===== config.mk =====
export PLATFORM = sky130hd
export DESIGN_NAME = cascade_timer
export DESIGN_NICKNAME = d
export VERILOG_FILES = /design/src/rtl/cascade_timer_pkg.sv /design/src/rtl/cascade_timer_chan.sv /design/src/rtl/cascade_timer_rd.sv /design/src/rtl/cascade_timer.sv
export SDC_FILE = /design/constraint.sdc
export NUM_CORES = 1
export LEC_CHECK = 0
export ABC_AREA = 1
export BUFFER_PORTS_ARGS = -buffer_cell sky130_fd_sc_hd__buf_2
export CAP_MARGIN = 20
export CORE_ASPECT_RATIO = 0.5
export CORE_MARGIN = 4
export CORE_UTILIZATION = 62
export DETAILED_ROUTE_END_ITERATION = 8
export HOLD_SLACK_MARGIN = 0.1
export MAX_ROUTING_LAYER = met4
export PLACE_DENSITY = 0.8
export SKIP_CTS_REPAIR_TIMING = 1
export SLEW_MARGIN = 20
export SYNTH_ARGS = -nofsm -noshare
export SYNTH_HDL_FRONTEND = slang
export SYNTH_SLANG_ARGS = --single-unit

===== constraint.sdc =====
create_clock -name clk -period 2.69 [get_ports clk]
set_input_delay 0.538 -clock clk [delete_from_list [all_inputs] [get_ports clk]]
set_output_delay 0.538 -clock clk [all_outputs]
set_load 0.1 [all_outputs]

===== src/rtl/cascade_timer_pkg.sv =====
package cascade_timer_pkg;

   // word addresses of the shared registers
   localparam int unsigned A_MODE    = 0;
   localparam int unsigned A_LIFE_HI = 1;
   localparam int unsigned A_LIFE_LO = 2;

   // channel register window
   localparam int unsigned CH_BASE    = 4;
   localparam int unsigned CH_SPAN    = 4;
   localparam int unsigned OFS_RELOAD = 0;
   localparam int unsigned OFS_COUNT  = 1;
   localparam int unsigned OFS_CTRL   = 2;
   localparam int unsigned OFS_STATUS = 3;

   typedef struct packed {
      logic link;
      logic irqen;
      logic run;
   } ctrl_t;

   function automatic int unsigned ch_addr(input int unsigned ch, input int unsigned ofs);
      return CH_BASE + ch * CH_SPAN + ofs;
   endfunction

endpackage


===== src/rtl/cascade_timer_chan.sv =====
module cascade_timer_chan
   import cascade_timer_pkg::*;
#(
   parameter int unsigned CNT_W    = 32,
   parameter bit          LINKABLE = 1'b1
) (
   input  logic             clk,
   input  logic             rst_n,
   input  logic             active,
   input  logic             reload_we,
   input  logic             ctrl_we,
   input  logic             status_we,
   input  logic [CNT_W-1:0] wr_val,
   input  ctrl_t            wr_ctrl,
   input  logic             wr_clr,
   input  logic             pred_expire,
   output logic             expire,
   output logic [CNT_W-1:0] count,
   output logic [CNT_W-1:0] reload,
   output ctrl_t            ctrl,
   output logic             flag
);

   logic [CNT_W-1:0] count_q;
   logic [CNT_W-1:0] reload_q;
   ctrl_t            ctrl_q;
   ctrl_t            wr_ctrl_eff;
   logic             flag_q;
   logic             linked;
   logic             tick;
   logic             at_zero;

   generate
      if (LINKABLE) begin : g_link
         assign wr_ctrl_eff = wr_ctrl;
         assign linked      = ctrl_q.link;
      end else begin : g_nolink
         assign wr_ctrl_eff = {1'b0, wr_ctrl.irqen, wr_ctrl.run};
         assign linked      = 1'b0;
      end
   endgenerate

   assign tick    = active & ctrl_q.run & (linked ? pred_expire : 1'b1);
   assign at_zero = (count_q == '0);
   assign expire  = tick & at_zero;

   always_ff @(posedge clk or negedge rst_n) begin
      if (!rst_n) begin
         count_q  <= '0;
         reload_q <= '0;
         ctrl_q   <= '0;
         flag_q   <= 1'b0;
      end else begin
         if (reload_we) reload_q <= wr_val;
         if (ctrl_we)   ctrl_q   <= wr_ctrl_eff;
         if (ctrl_we && wr_ctrl_eff.run && !ctrl_q.run)
            count_q <= reload_q;
         else if (tick)
            count_q <= at_zero ? reload_q : count_q - 1'b1;
         if (expire)
            flag_q <= 1'b1;
         else if (status_we && wr_clr)
            flag_q <= 1'b0;
      end
   end

   assign count  = count_q;
   assign reload = reload_q;
   assign ctrl   = ctrl_q;
   assign flag   = flag_q;

endmodule


===== src/rtl/cascade_timer_rd.sv =====
module cascade_timer_rd
   import cascade_timer_pkg::*;
#(
   parameter int unsigned NUM_CH = 4,
   parameter int unsigned CNT_W  = 32,
   parameter int unsigned ADDR_W = 6,
   parameter int unsigned DATA_W = 32
) (
   input  logic                         clk,
   input  logic                         rst_n,
   input  logic                         rd,
   input  logic [ADDR_W-1:0]            addr,
   input  logic                         halt,
   input  logic [NUM_CH-1:0][CNT_W-1:0] count,
   input  logic [NUM_CH-1:0][CNT_W-1:0] reload,
   input  ctrl_t [NUM_CH-1:0]           ctrl,
   input  logic [NUM_CH-1:0]            flag,
   output logic [DATA_W-1:0]            rdata
);

   localparam logic [ADDR_W-1:0] AD_MODE = ADDR_W'(A_MODE);
   localparam logic [ADDR_W-1:0] AD_HI   = ADDR_W'(A_LIFE_HI);
   localparam logic [ADDR_W-1:0] AD_LO   = ADDR_W'(A_LIFE_LO);

   logic [DATA_W-1:0] nxt;
   logic [CNT_W-1:0]  snap_q;

   always_comb begin
      nxt = '0;
      if (addr == AD_MODE) nxt = DATA_W'(halt);
      if (addr == AD_HI)   nxt = DATA_W'(count[1]);
      if (addr == AD_LO)   nxt = DATA_W'(snap_q);
      for (int k = 0; k < NUM_CH; k++) begin
         if (addr == ADDR_W'(ch_addr(k, OFS_RELOAD))) nxt = DATA_W'(reload[k]);
         if (addr == ADDR_W'(ch_addr(k, OFS_COUNT)))  nxt = DATA_W'(count[k]);
         if (addr == ADDR_W'(ch_addr(k, OFS_CTRL)))   nxt = DATA_W'(ctrl[k]);
         if (addr == ADDR_W'(ch_addr(k, OFS_STATUS))) nxt = DATA_W'(flag[k]);
      end
   end

   always_ff @(posedge clk or negedge rst_n) begin
      if (!rst_n) begin
         rdata  <= '0;
         snap_q <= '0;
      end else if (rd) begin
         rdata <= nxt;
         if (addr == AD_HI) snap_q <= count[0];
      end
   end

endmodule


===== src/rtl/cascade_timer.sv =====
module cascade_timer
   import cascade_timer_pkg::*;
#(
   parameter int unsigned NUM_CH = 4,
   parameter int unsigned CNT_W  = 32,
   parameter int unsigned ADDR_W = 6,
   parameter int unsigned DATA_W = 32
) (
   input  logic              clk,
   input  logic              rst_n,
   input  logic              bus_wr,
   input  logic              bus_rd,
   input  logic [ADDR_W-1:0] bus_addr,
   input  logic [DATA_W-1:0] bus_wdata,
   output logic [DATA_W-1:0] bus_rdata,
   output logic [NUM_CH-1:0] irq
);

   localparam int unsigned TOP_ADDR = CH_BASE + NUM_CH * CH_SPAN - 1;

   generate
      if (NUM_CH < 2) begin : g_bad_nch
         $error("cascade_timer: a lifetime pair needs at least two channels");
      end
      if (CNT_W > DATA_W) begin : g_bad_cnt
         $error("cascade_timer: counter wider than the data bus");
      end
      if (TOP_ADDR >= (1 << ADDR_W)) begin : g_bad_addr
         $error("cascade_timer: channel window does not fit the address width");
      end
   endgenerate

   logic                         halt_q;
   logic                         wr_ok;
   logic [NUM_CH-1:0][CNT_W-1:0] cnt_v;
   logic [NUM_CH-1:0][CNT_W-1:0] rl_v;
   ctrl_t [NUM_CH-1:0]           ctl_v;
   logic [NUM_CH-1:0]            flag_v;
   logic [NUM_CH-1:0]            exp_v;
   logic [NUM_CH-1:0]            rl_we;
   logic [NUM_CH-1:0]            ctl_we;
   logic [NUM_CH-1:0]            st_we;
   logic [NUM_CH-1:0]            pred_v;

   always_ff @(posedge clk or negedge rst_n) begin
      if (!rst_n)
         halt_q <= 1'b1;
      else if (bus_wr && bus_addr == ADDR_W'(A_MODE))
         halt_q <= bus_wdata[0];
   end

   assign wr_ok = bus_wr & ~halt_q;

   genvar k;
   generate
      for (k = 0; k < NUM_CH; k++) begin : g_ch
         localparam logic [ADDR_W-1:0] AD_RL = ADDR_W'(CH_BASE + k * CH_SPAN + OFS_RELOAD);
         localparam logic [ADDR_W-1:0] AD_CT = ADDR_W'(CH_BASE + k * CH_SPAN + OFS_CTRL);
         localparam logic [ADDR_W-1:0] AD_ST = ADDR_W'(CH_BASE + k * CH_SPAN + OFS_STATUS);

         assign rl_we[k]  = wr_ok && bus_addr == AD_RL;
         assign ctl_we[k] = wr_ok && bus_addr == AD_CT;
         assign st_we[k]  = wr_ok && bus_addr == AD_ST;

         if (k == 0) begin : g_first
            assign pred_v[k] = 1'b0;
         end else begin : g_next
            assign pred_v[k] = exp_v[k-1];
         end

         cascade_timer_chan #(
            .CNT_W    (CNT_W),
            .LINKABLE (k != 0)
         ) u_chan (
            .clk         (clk),
            .rst_n       (rst_n),
            .active      (~halt_q),
            .reload_we   (rl_we[k]),
            .ctrl_we     (ctl_we[k]),
            .status_we   (st_we[k]),
            .wr_val      (bus_wdata[CNT_W-1:0]),
            .wr_ctrl     (ctrl_t'(bus_wdata[2:0])),
            .wr_clr      (bus_wdata[0]),
            .pred_expire (pred_v[k]),
            .expire      (exp_v[k]),
            .count       (cnt_v[k]),
            .reload      (rl_v[k]),
            .ctrl        (ctl_v[k]),
            .flag        (flag_v[k])
         );

         assign irq[k] = flag_v[k] & ctl_v[k].irqen;
      end
   endgenerate

   cascade_timer_rd #(
      .NUM_CH (NUM_CH),
      .CNT_W  (CNT_W),
      .ADDR_W (ADDR_W),
      .DATA_W (DATA_W)
   ) u_rd (
      .clk    (clk),
      .rst_n  (rst_n),
      .rd     (bus_rd),
      .addr   (bus_addr),
      .halt   (halt_q),
      .count  (cnt_v),
      .reload (rl_v),
      .ctrl   (ctl_v),
      .flag   (flag_v),
      .rdata  (bus_rdata)
   );

endmodule


### Word-level counts from Yosys, hierarchy flattened

Index checks and enable logic that the tools add are counted.

* register bits: 336
* input port bits: 42
* output and inout bits: 36

* $add $sub $neg: 4
* eq/ne operators: 18
* muxes and demuxes: 42
* bitwise operators: 17
* reductions and logical operators: 43

Operators by type and width (count)
* 32-bit 2-to-1 mux: 30
* 32-bit zero test: 4
* 32-bit by 1-bit subtractor with 32-bit output (second input constant): 4
* 6-bit by 4-bit == test with 1-bit output (second input constant): 8
* 1-bit logical AND: 25
* 6-bit by 3-bit == test with 1-bit output (second input constant): 4
* 6-bit by 5-bit == test with 1-bit output (second input constant): 4
* 1-bit AND: 16
* 2-bit nonzero test: 8
* 1-bit 2-to-1 mux: 12
* 6-bit by 1-bit == test with 1-bit output (second input constant): 1
* 6-bit by 2-bit == test with 1-bit output (second input constant): 1
* 6-bit zero test: 1
* 1-bit zero test: 4
* 2-bit AND reduction: 1
* 1-bit inverter: 1

### Logic depth before layout (Yosys ltp)

Gate-level depths: netlist of the first run.

* depth in word-level cells: 20
* depth in mapped cells: 17
* mapped depth without buffers: 16

### Hierarchy

From an unflattened synthesis of the first run, not the netlist that was laid out.

* cell total of the unflattened synthesis: 3070
* area total of the unflattened synthesis: 21069.0 µm²

By module, submodules not included
* cascade_timer_chan at g_ch[2].u_chan ...: times used 2, cells each 559, area each 3995.1 µm², sequential area each 1701.6 µm²
* cascade_timer_rd: times used 1, cells each 767, area each 4862.2 µm², sequential area each 1601.5 µm²
* cascade_timer_chan at g_ch[1].u_chan: times used 1, cells each 569, area each 4006.3 µm², sequential area each 1701.6 µm²
* cascade_timer_chan at g_ch[0].u_chan: times used 1, cells each 565, area each 3960.0 µm², sequential area each 1676.6 µm²
* cascade_timer: times used 1, cells each 51, area each 250.2 µm², sequential area each 26.3 µm²

### Least setup slack after synthesis of the first run

Ideal clock, no wire load.

* path kind: reg-to-reg
* start: register g_ch[0].u_chan.count_q[0]
* end: register g_ch[0].u_chan.count_q[28]
* setup time: 0.132 ns
* arrival: 2.066 ns
* path slack: 0.492 ns
* cell stages (with the launch flop): 16
* buffers on the path: 1
* period minus slack after synthesis: 2.198 ns
* path through: dfrtp_1 clkbuf_1 inv_1 ha_1 inv_1 nor2_2 nand2_2 nor2_1 nand2_1 inv_2 nand4_4 nor2_1 nand4_1 xor2_1 o21ai_0 o21ai_0

* cells in the longest elaborated chain, start to end: 4
* elaborated cells between the ends (all ways): 5
* those cells by class: add/sub (1); mux (3); reduce/logical (1)

RTL lines
* start: declaration: line cascade_timer_chan.sv:24 `logic [CNT_W-1:0] count_q;`
* start signal: assignment: line cascade_timer_chan.sv:57 `count_q <= reload_q;`
* start signal: assignment: line cascade_timer_chan.sv:59 `count_q <= at_zero ? reload_q : count_q - 1'b1;`
* 32-bit by 1-bit subtractor with 32-bit output / 32-bit zero test (equally long branches): line cascade_timer_chan.sv:59, cascade_timer_chan.sv:44
* 32-bit 2-to-1 mux (*): line cascade_timer_chan.sv:59
* 32-bit 2-to-1 mux (*): line cascade_timer_chan.sv:58 `else if (tick)`
* 32-bit 2-to-1 mux (*): line cascade_timer_chan.sv:56 `if (ctrl_we && wr_ctrl_eff.run && !ctrl_q.run)`

Every way passes the cells marked *; elsewhere a longest branch is shown, timed or not. The select of a mux whose other input is x is not followed.
A chain may end at the register's enable or synchronous reset.

### Worst setup path in the final report of the first run

* start: register g_ch[1].u_chan.count_q[16]
* end: register g_ch[3].u_chan.count_q[25]

* cells in the longest elaborated chain, start to end: 8

RTL lines
* start: declaration: line cascade_timer_chan.sv:24
* start signal: assignment: line cascade_timer_chan.sv:57
* start signal: assignment: line cascade_timer_chan.sv:59
* 32-bit zero test: line cascade_timer_chan.sv:44 `assign at_zero = (count_q == '0);`
* 1-bit AND: line cascade_timer_chan.sv:45 `assign expire = tick & at_zero;`
* 1-bit 2-to-1 mux: line cascade_timer_chan.sv:43 `assign tick = active & ctrl_q.run & (linked ? pred_expire : 1'b1);`
* 1-bit AND: line cascade_timer_chan.sv:43
* 1-bit AND: line cascade_timer_chan.sv:45
* 1-bit 2-to-1 mux: line cascade_timer_chan.sv:43
* 1-bit AND: line cascade_timer_chan.sv:43
* 2-bit nonzero test (no line)
* end signal: assignment: line cascade_timer_chan.sv:57
* end signal: assignment: line cascade_timer_chan.sv:59
* end: declaration: line cascade_timer_chan.sv:24

Every way passes these cells.

==> flow_summary.toml, run 1 <==
[synthesis]
syn_avg_cell_area_um2 = 7.48
synth_ff_type = "dfrtp_1"
synth_top_area_share_pct = 44.0
yosysMostFrequentCell = "nand2_1"
synth_area_um2 = 19100
ys_types = 53
async_flop_share_pct = 100
synth_area_leaders = "dfrtp_1 44%, nand2_1 12%, o21ai_0 9.0%"
synth-edff-count = 0
synth_seq_cells = 336
syn_nets = 2596
synth_top_area_cell = "dfrtp_1"
synthTopCellsByCount = "618 x nand2_1, 341 x o21ai_0, 335 x dfrtp_1"
yosysSeqAreaShare_pct = 44.1
yosys_warnings = 0
syn_inst = 2546

[grt]
grt_pass1_vias = 17000
grt-ovfl-total = 0
track_usage_pct = 39.1
antenna_found_initial = 0
grt_pass1_wl_mm = 101
grt_max_degree = 96

[sta]
fin_crit_sh_pct = 97.0
fin_ws_ns = 0.0803
worst_pin_slew_ns = 0.723
fin_crit_ns = 2.61
setup_tns_ns = 0
max-slew-margin-rel_pct = 51.7
fmax_mhz = 383
setup_viol = 0
skew_ns = 0.0120
final_max_slew_viol_count = 0
hold_violations = 0

[die]
die_w_um = 256
ioPinCount = 78
die_h_um = 132
core_um2 = 30300
fp-row-count = 45
initial_utilization_pct = 62.9
die-area_um2 = 33800

[clock_network]
cts_tree = "done"
cts_sinks = 336
clk_pin_slew_ns = 0.07
root_buffer = "clkbuf_16"
cts_made_buffers = 31
worstSkewPairLatency_ns = 0.59
htreeDepth = 1
cts_buffer_depth = 3

[place]
placedInstanceArea_um2 = 20600
dp_slack_ns = -0.148
io_buffer_count = 77
dp_cells = 3030
dp_hpwl_mm = 48.1
gp_congestion = 1.04

[final_layout]
drive_gt1_share_pct = 13.7
seqCellArea_um2 = 8410
nNetsFinal = 2719
fillCellCount = 2414
layout.cells.non_filler = 3093
multi_input_area_um2 = 9030
syn2layout_area_growth_pct = 14.4
final_cell_area_um2 = 21800

[critical_path]
worstSetupPathType = "reg2reg"
crit_arrival_ns = 3.14
crit_path_start_kind = "flop"
crit_fanout = 8
r2r_end = "g_ch[3].u_chan.count[25]"
worstPathRequired_ns = 3.22
endpoint_kind = "flop"
r2r-start = "g_ch[1].u_chan.count[16]"
r2r_cells = 15
reg2reg_slack_ns = 0.08

[power_and_ir_drop]
sequentialPowerShare_pct = 38.8
p_int_mw = 11.2
p_leak_nw = 10.3
pwr-share-comb_pct = 36.3
p_sw_share_pct = 41.0
pwr-share-clk_pct = 24.9
p_sw_mw = 7.76
irDropWorstVdd_uv = 571
power_density_nw_per_um2 = 868

[route]
route.met2.wl_mm = 24.8
ant_nets = 0
routed.top_layer = "met4"
dr_total_vias = 19100
routed-wl-met3_mm = 11.6
wl_mm = 66.1
drcViolationCount = 0
drt_iter0_drc = 2811
avgRoutedWirePerCell_um = 21.4
via_per_inst = 6.17
drt_pass1_iterations = 6
drt-met1-wl_mm = 28.8

[min_path]
whs_path_depth = 3
min_to = "g_ch[2].u_chan.ctrl[1]"
hp-start = "bus_wdata[1]"
hold_path.class = "in2reg"

[run]
max_cap_violations = 0

[run_status]
status = "finished clean"
-- how the worst max path moves through the flow --
stage          slack [ns]                     start                        to  depth (start not counted)
2_1_floorplan        0.49   g_ch[0].u_chan.count[0]  g_ch[0].u_chan.count[28]                         15
3_3_place_gp        -0.14               bus_addr[5]            u_rd.rdata[18]                         12
3_5_place_dp        -0.15               bus_addr[5]            u_rd.rdata[18]                         12
4_1_cts              0.03  g_ch[1].u_chan.count[15]  g_ch[3].u_chan.count[29]                         15
5_1_grt             -0.02   g_ch[1].u_chan.count[6]  g_ch[1].u_chan.count[31]                         12
6_report             0.08  g_ch[1].u_chan.count[16]  g_ch[3].u_chan.count[25]                         15
-- area by class of cell --
type | count | share of cell area, %
Sequential cell | 336 | 38.6
Tap cell | 399 | 2.29
Clock inverter | 15 | 0.872
Multi-Input combinational cell | 1796 | 41.4
Clock buffer | 42 | 3.98
Inverter | 293 | 5.06
Antenna cell | 1 | 0.0115
Timing Repair Buffer | 211 | 7.80
-- cell families (layout without fill, tap and decap cells) --
group,after synthesis,after routing,share of synthesized area [%]
compound gates,655,655,19.3
flops,336,336,44.1
simple gates,1073,1074,24.3
other cells,0,1,0
mux,3,3,0.158
xor+xnor,56,56,2.57
fa+ha+maj,8,8,0.525
buf+inv,415,561,9.01
-- metal layers --
metal / vias up / global-route usage [%]
met5: - / -
met4: 0 / 5.42
met3: 107 / 16.7
met2: 1338 / 47.8
met1: 8944 / 60.6
li1: 8700 / -
-- worst max-delay path, cell delays in order (launching register included) --
cell,delay [ns]
dfrtp_1,0.45
nor2_1,0.20
nand2_1,0.11
nor2_1,0.09
inv_1,0.07
nor4_2,0.34
buf_4,0.17
nand3_2,0.12
nand2_1,0.11
nand2_2,0.10
o21ai_2,0.20
nand2_4,0.13
nand2_8,0.15
clkbuf_16,0.18
nand3_1,0.07
nand2_1,0.06
-- cell usage in the layout (no fill, tap or decap), types with 3 or more instances in the layout --
| master | n |
|---|---|
| nand2_1 | 615 |
| buf_4 | 109 |
| dfrtp_1 | 335 |
| a22oi_1 | 3 |
| o21ai_0 | 341 |
| xnor2_1 | 6 |
| nand2_4 | 3 |
| inv_2 | 14 |
| clkinvlp_4 | 3 |
| nor2_2 | 27 |
| or2_0 | 6 |
| clkbuf_16 | 33 |
| nand2_2 | 12 |
| nor3_2 | 10 |
| a21oi_1 | 115 |
| bufinv_16 | 4 |
| nor3_1 | 26 |
| a31oi_1 | 16 |
| buf_2 | 76 |
| xor2_1 | 50 |
| nor2_1 | 192 |
| clkbuf_1 | 6 |
| nand3_1 | 89 |
| buf_12 | 20 |
| o21ai_1 | 38 |
| o31ai_1 | 15 |
| o211ai_1 | 32 |
| o22ai_1 | 44 |
| clkbuf_8 | 5 |
| nor2_4 | 7 |
| o221ai_1 | 21 |
| inv_1 | 275 |
| nand4_1 | 61 |
| nor4_1 | 12 |
| o21ai_2 | 20 |
| clkinv_2 | 7 |
| ha_1 | 8 |
| mux2i_1 | 3 |
-- state kept, by name, indices dropped and copies added, names as in the netlist --
register	cells
g_ch.u_chan.ctrl	8
u_rd.snap_q	32
g_ch.u_chan.linked	3
halt_q	1
u_rd.rdata	32
g_ch.u_chan.count	128
g_ch.u_chan.reload	128
g_ch.u_chan.flag	4
-- through the flow --
step	total power, mW	hold slack [ns]	utilization (%)
after global placement	13.7	0.439	67.9
final	18.9	0.185	72.0
after floorplan	11.4	0.242	-
after detailed placement	13.8	0.441	67.9
after CTS	18.5	-0.183	71.4
after global routing	20.0	0.198	72.0
-- power by group through the flow --
stage	Clock, mW	Combinational [mW]	Sequential, mW
floorplan	0	4.16	7.24
global placement	0	6.36	7.30
detailed placement	0	6.50	7.33
CTS	4.72	6.56	7.26
global route	4.96	7.56	7.46
finish	4.72	6.87	7.34
No activity file was read; power rests on OpenSTA's default activity.
==> run 2, diff against run 1 <==
--- a/config.mk
+++ b/config.mk
@@ -9,12 +9,12 @@
 export BUFFER_PORTS_ARGS = -buffer_cell sky130_fd_sc_hd__buf_2
 export CAP_MARGIN = 20
 export CORE_ASPECT_RATIO = 0.5
-export CORE_MARGIN = 4
-export CORE_UTILIZATION = 62
+export CORE_MARGIN = 10
+export CORE_UTILIZATION = 42
 export DETAILED_ROUTE_END_ITERATION = 8
 export HOLD_SLACK_MARGIN = 0.1
 export MAX_ROUTING_LAYER = met4
-export PLACE_DENSITY = 0.8
+export PLACE_DENSITY = 0.55
 export SKIP_CTS_REPAIR_TIMING = 1
 export SLEW_MARGIN = 20
 export SYNTH_ARGS = -nofsm -noshare
==> run 2 against run 1 <==
Combinational power rose by 8.4%. Total power grew 7.1%. Wire length grew 9.1%. Critical path type unchanged.
==> flow_summary.toml, run 2 (synthesis results as in run 1) <==
[final_layout]
multi_input_area_um2 = 9020
final_cell_area_um2 = 22900
utilization_pct = 51.0
syn2layout_area_growth_pct = 20.4
nNetsFinal = 2799
most-common-layout-cells = "611 x nand2_1, 341 x o21ai_0, 335 x dfrtp_1"
drive_gt1_share_pct = 16.5
layout_commonest_cell = "nand2_1"
fillCellCount = 4482
seqCellArea_um2 = 8410

[die]
die_h_um = 171
initial_utilization_pct = 42.3
fp-row-count = 55
ioPinCount = 78
die_w_um = 321
core_um2 = 45000
die-area_um2 = 54800

[sta]
holdWs_ns = 0.255
fin_crit_ns = 2.57
skew_ns = 0.0324
fmax_mhz = 389
final_max_slew_viol_count = 0
fin_crit_sh_pct = 95.5
setup_tns_ns = 0
worst_pin_slew_ns = 0.675
hold_violations = 0
max-slew-margin-rel_pct = 55.0
setup_viol = 0
fin_ws_ns = 0.121

[critical_path]
crit_path_start_kind = "flop"
endpoint_kind = "flop"
max_stage_delay_ns = 0.39
slowest_stage = "dfrtp_1"
critPathBufInv = 3
crit_chain = "inv_2 > nand2_2 > nor2_2 > nand2_2 > nor3_4 > nand4_1 > nand2_2 > nand3_2 > nand2_2 > nand2_4 > o21ai_4 > nand2_4 > nand2_8 > buf_12 > clkbuf_16 > nand2_1 > o21ai_2"
crit_arrival_ns = 3.03
crit_top_cell = "nand2_2"
crit_fanout = 6
cp_top_family = "simple AND/OR/NAND/NOR gates"
worstPathRequired_ns = 3.15
worstSetupPathType = "reg2reg"

[route]
avgRoutedWirePerCell_um = 21.4
dr_total_vias = 18700
drt_iter0_drc = 2319
drt_pass1_iterations = 5
via_per_inst = 5.55
wl_mm = 72.2
drcViolationCount = 0
ant_nets = 0

[clock_network]
worstSkewPairLatency_ns = 0.55
clk_pin_slew_ns = 0.07
root_buffer = "clkbuf_16"
htreeDepth = 2
cts_sinks = 336
cts_buffer_depth = 3
cts_tree = "done"
cts_made_buffers = 36

[run]
max_cap_violations = 0

[grt]
grt-ovfl-total = 0
grt_max_degree = 65
grt_pass1_vias = 16900
antenna_found_initial = 3
grt_pass1_wl_mm = 108
track_usage_pct = 26.4

[place]
gp_congestion = 0.994
dp_slack_ns = -0.144
io_buffer_count = 77
dp_hpwl_mm = 53.6
placedInstanceArea_um2 = 21400

[run_status]
status = "finished clean"

[power_and_ir_drop]
irDropWorstVdd_uv = 382
power_density_nw_per_um2 = 884
p_leak_nw = 10.8

[min_path]
hold_path.class = "in2reg"
## run 2: changes by cell type in the layout (fill, tap and decap cells not counted), sizes merged
cell      before  now
buf          208  282
clkbuf        44   58
clkinv        10    7
clkinvlp       3    0
bufinv         4    5
nand2        631  630
## run 2: worst register-to-register path, delay by kind of cell, from the launching register on
family	cells	cell delay [ns]
AO/OA/AOI/OAI	2	0.22
AND/OR/NAND/NOR	12	1.51
buffers and inverters	3	0.37
flip-flops	1	0.39
## run 2: area by class of cell
| type | instances | area share (%) |
|---|---|---|
| multi-input combinational | 1795 | 39.3 |
| sequential | 336 | 36.7 |
| timing repair buffer | 287 | 10.4 |
| inverter | 293 | 4.80 |
| clock buffer | 54 | 4.80 |
| tap | 598 | 3.26 |
| clock inverter | 10 | 0.780 |
| antenna | 1 | 0.0109 |
## run 2: metrics by stage
stage          power [mW]  std cells
2_1_floorplan        11.4       2546
3_3_place_gp         14.3       3294
3_5_place_dp         14.4       3294
4_1_cts              20.0       3358
5_1_grt              21.5       3374
6_report             20.3       3374
## run 2: final timing paths
kind / start / endpoint / slack (ns) / cells after the start
setup reg to reg: g_ch[0].u_chan.count[20] / g_ch[3].u_chan.count[12] / 0.12 / 17
min in group asynchronous: rst_n / g_ch[3].u_chan.count[21] / 0.53 / 2
hold / removal: bus_wdata[1] / g_ch[2].u_chan.ctrl[1] / 0.25 / 3
setup / recovery: g_ch[0].u_chan.count[20] / g_ch[3].u_chan.count[12] / 0.12 / 17
max in group asynchronous: rst_n / g_ch[0].u_chan.count[30] / 1.26 / 3
hold reg to reg: u_rd.rdata[3] / u_rd.rdata[3] / 0.48 / 2
## run 2: power breakdown
group	total [mW]	internal, mW	switching, mW
Sequential	7.27	6.14	1.13
Clock	5.56	3.31	2.25
Combinational	7.45	2.85	4.60
## run 2: layer usage
metal | track usage, % | wire length, um | vias to the layer above
met2 | 32.8 | 26800 | 815
met3 | 7.06 | 8180 | 83
met1 | 41.5 | 36100 | 8957
met4 | 4.19 | 1110 | 0
li1 | - | - | 8879
met5 | - | 0 | -
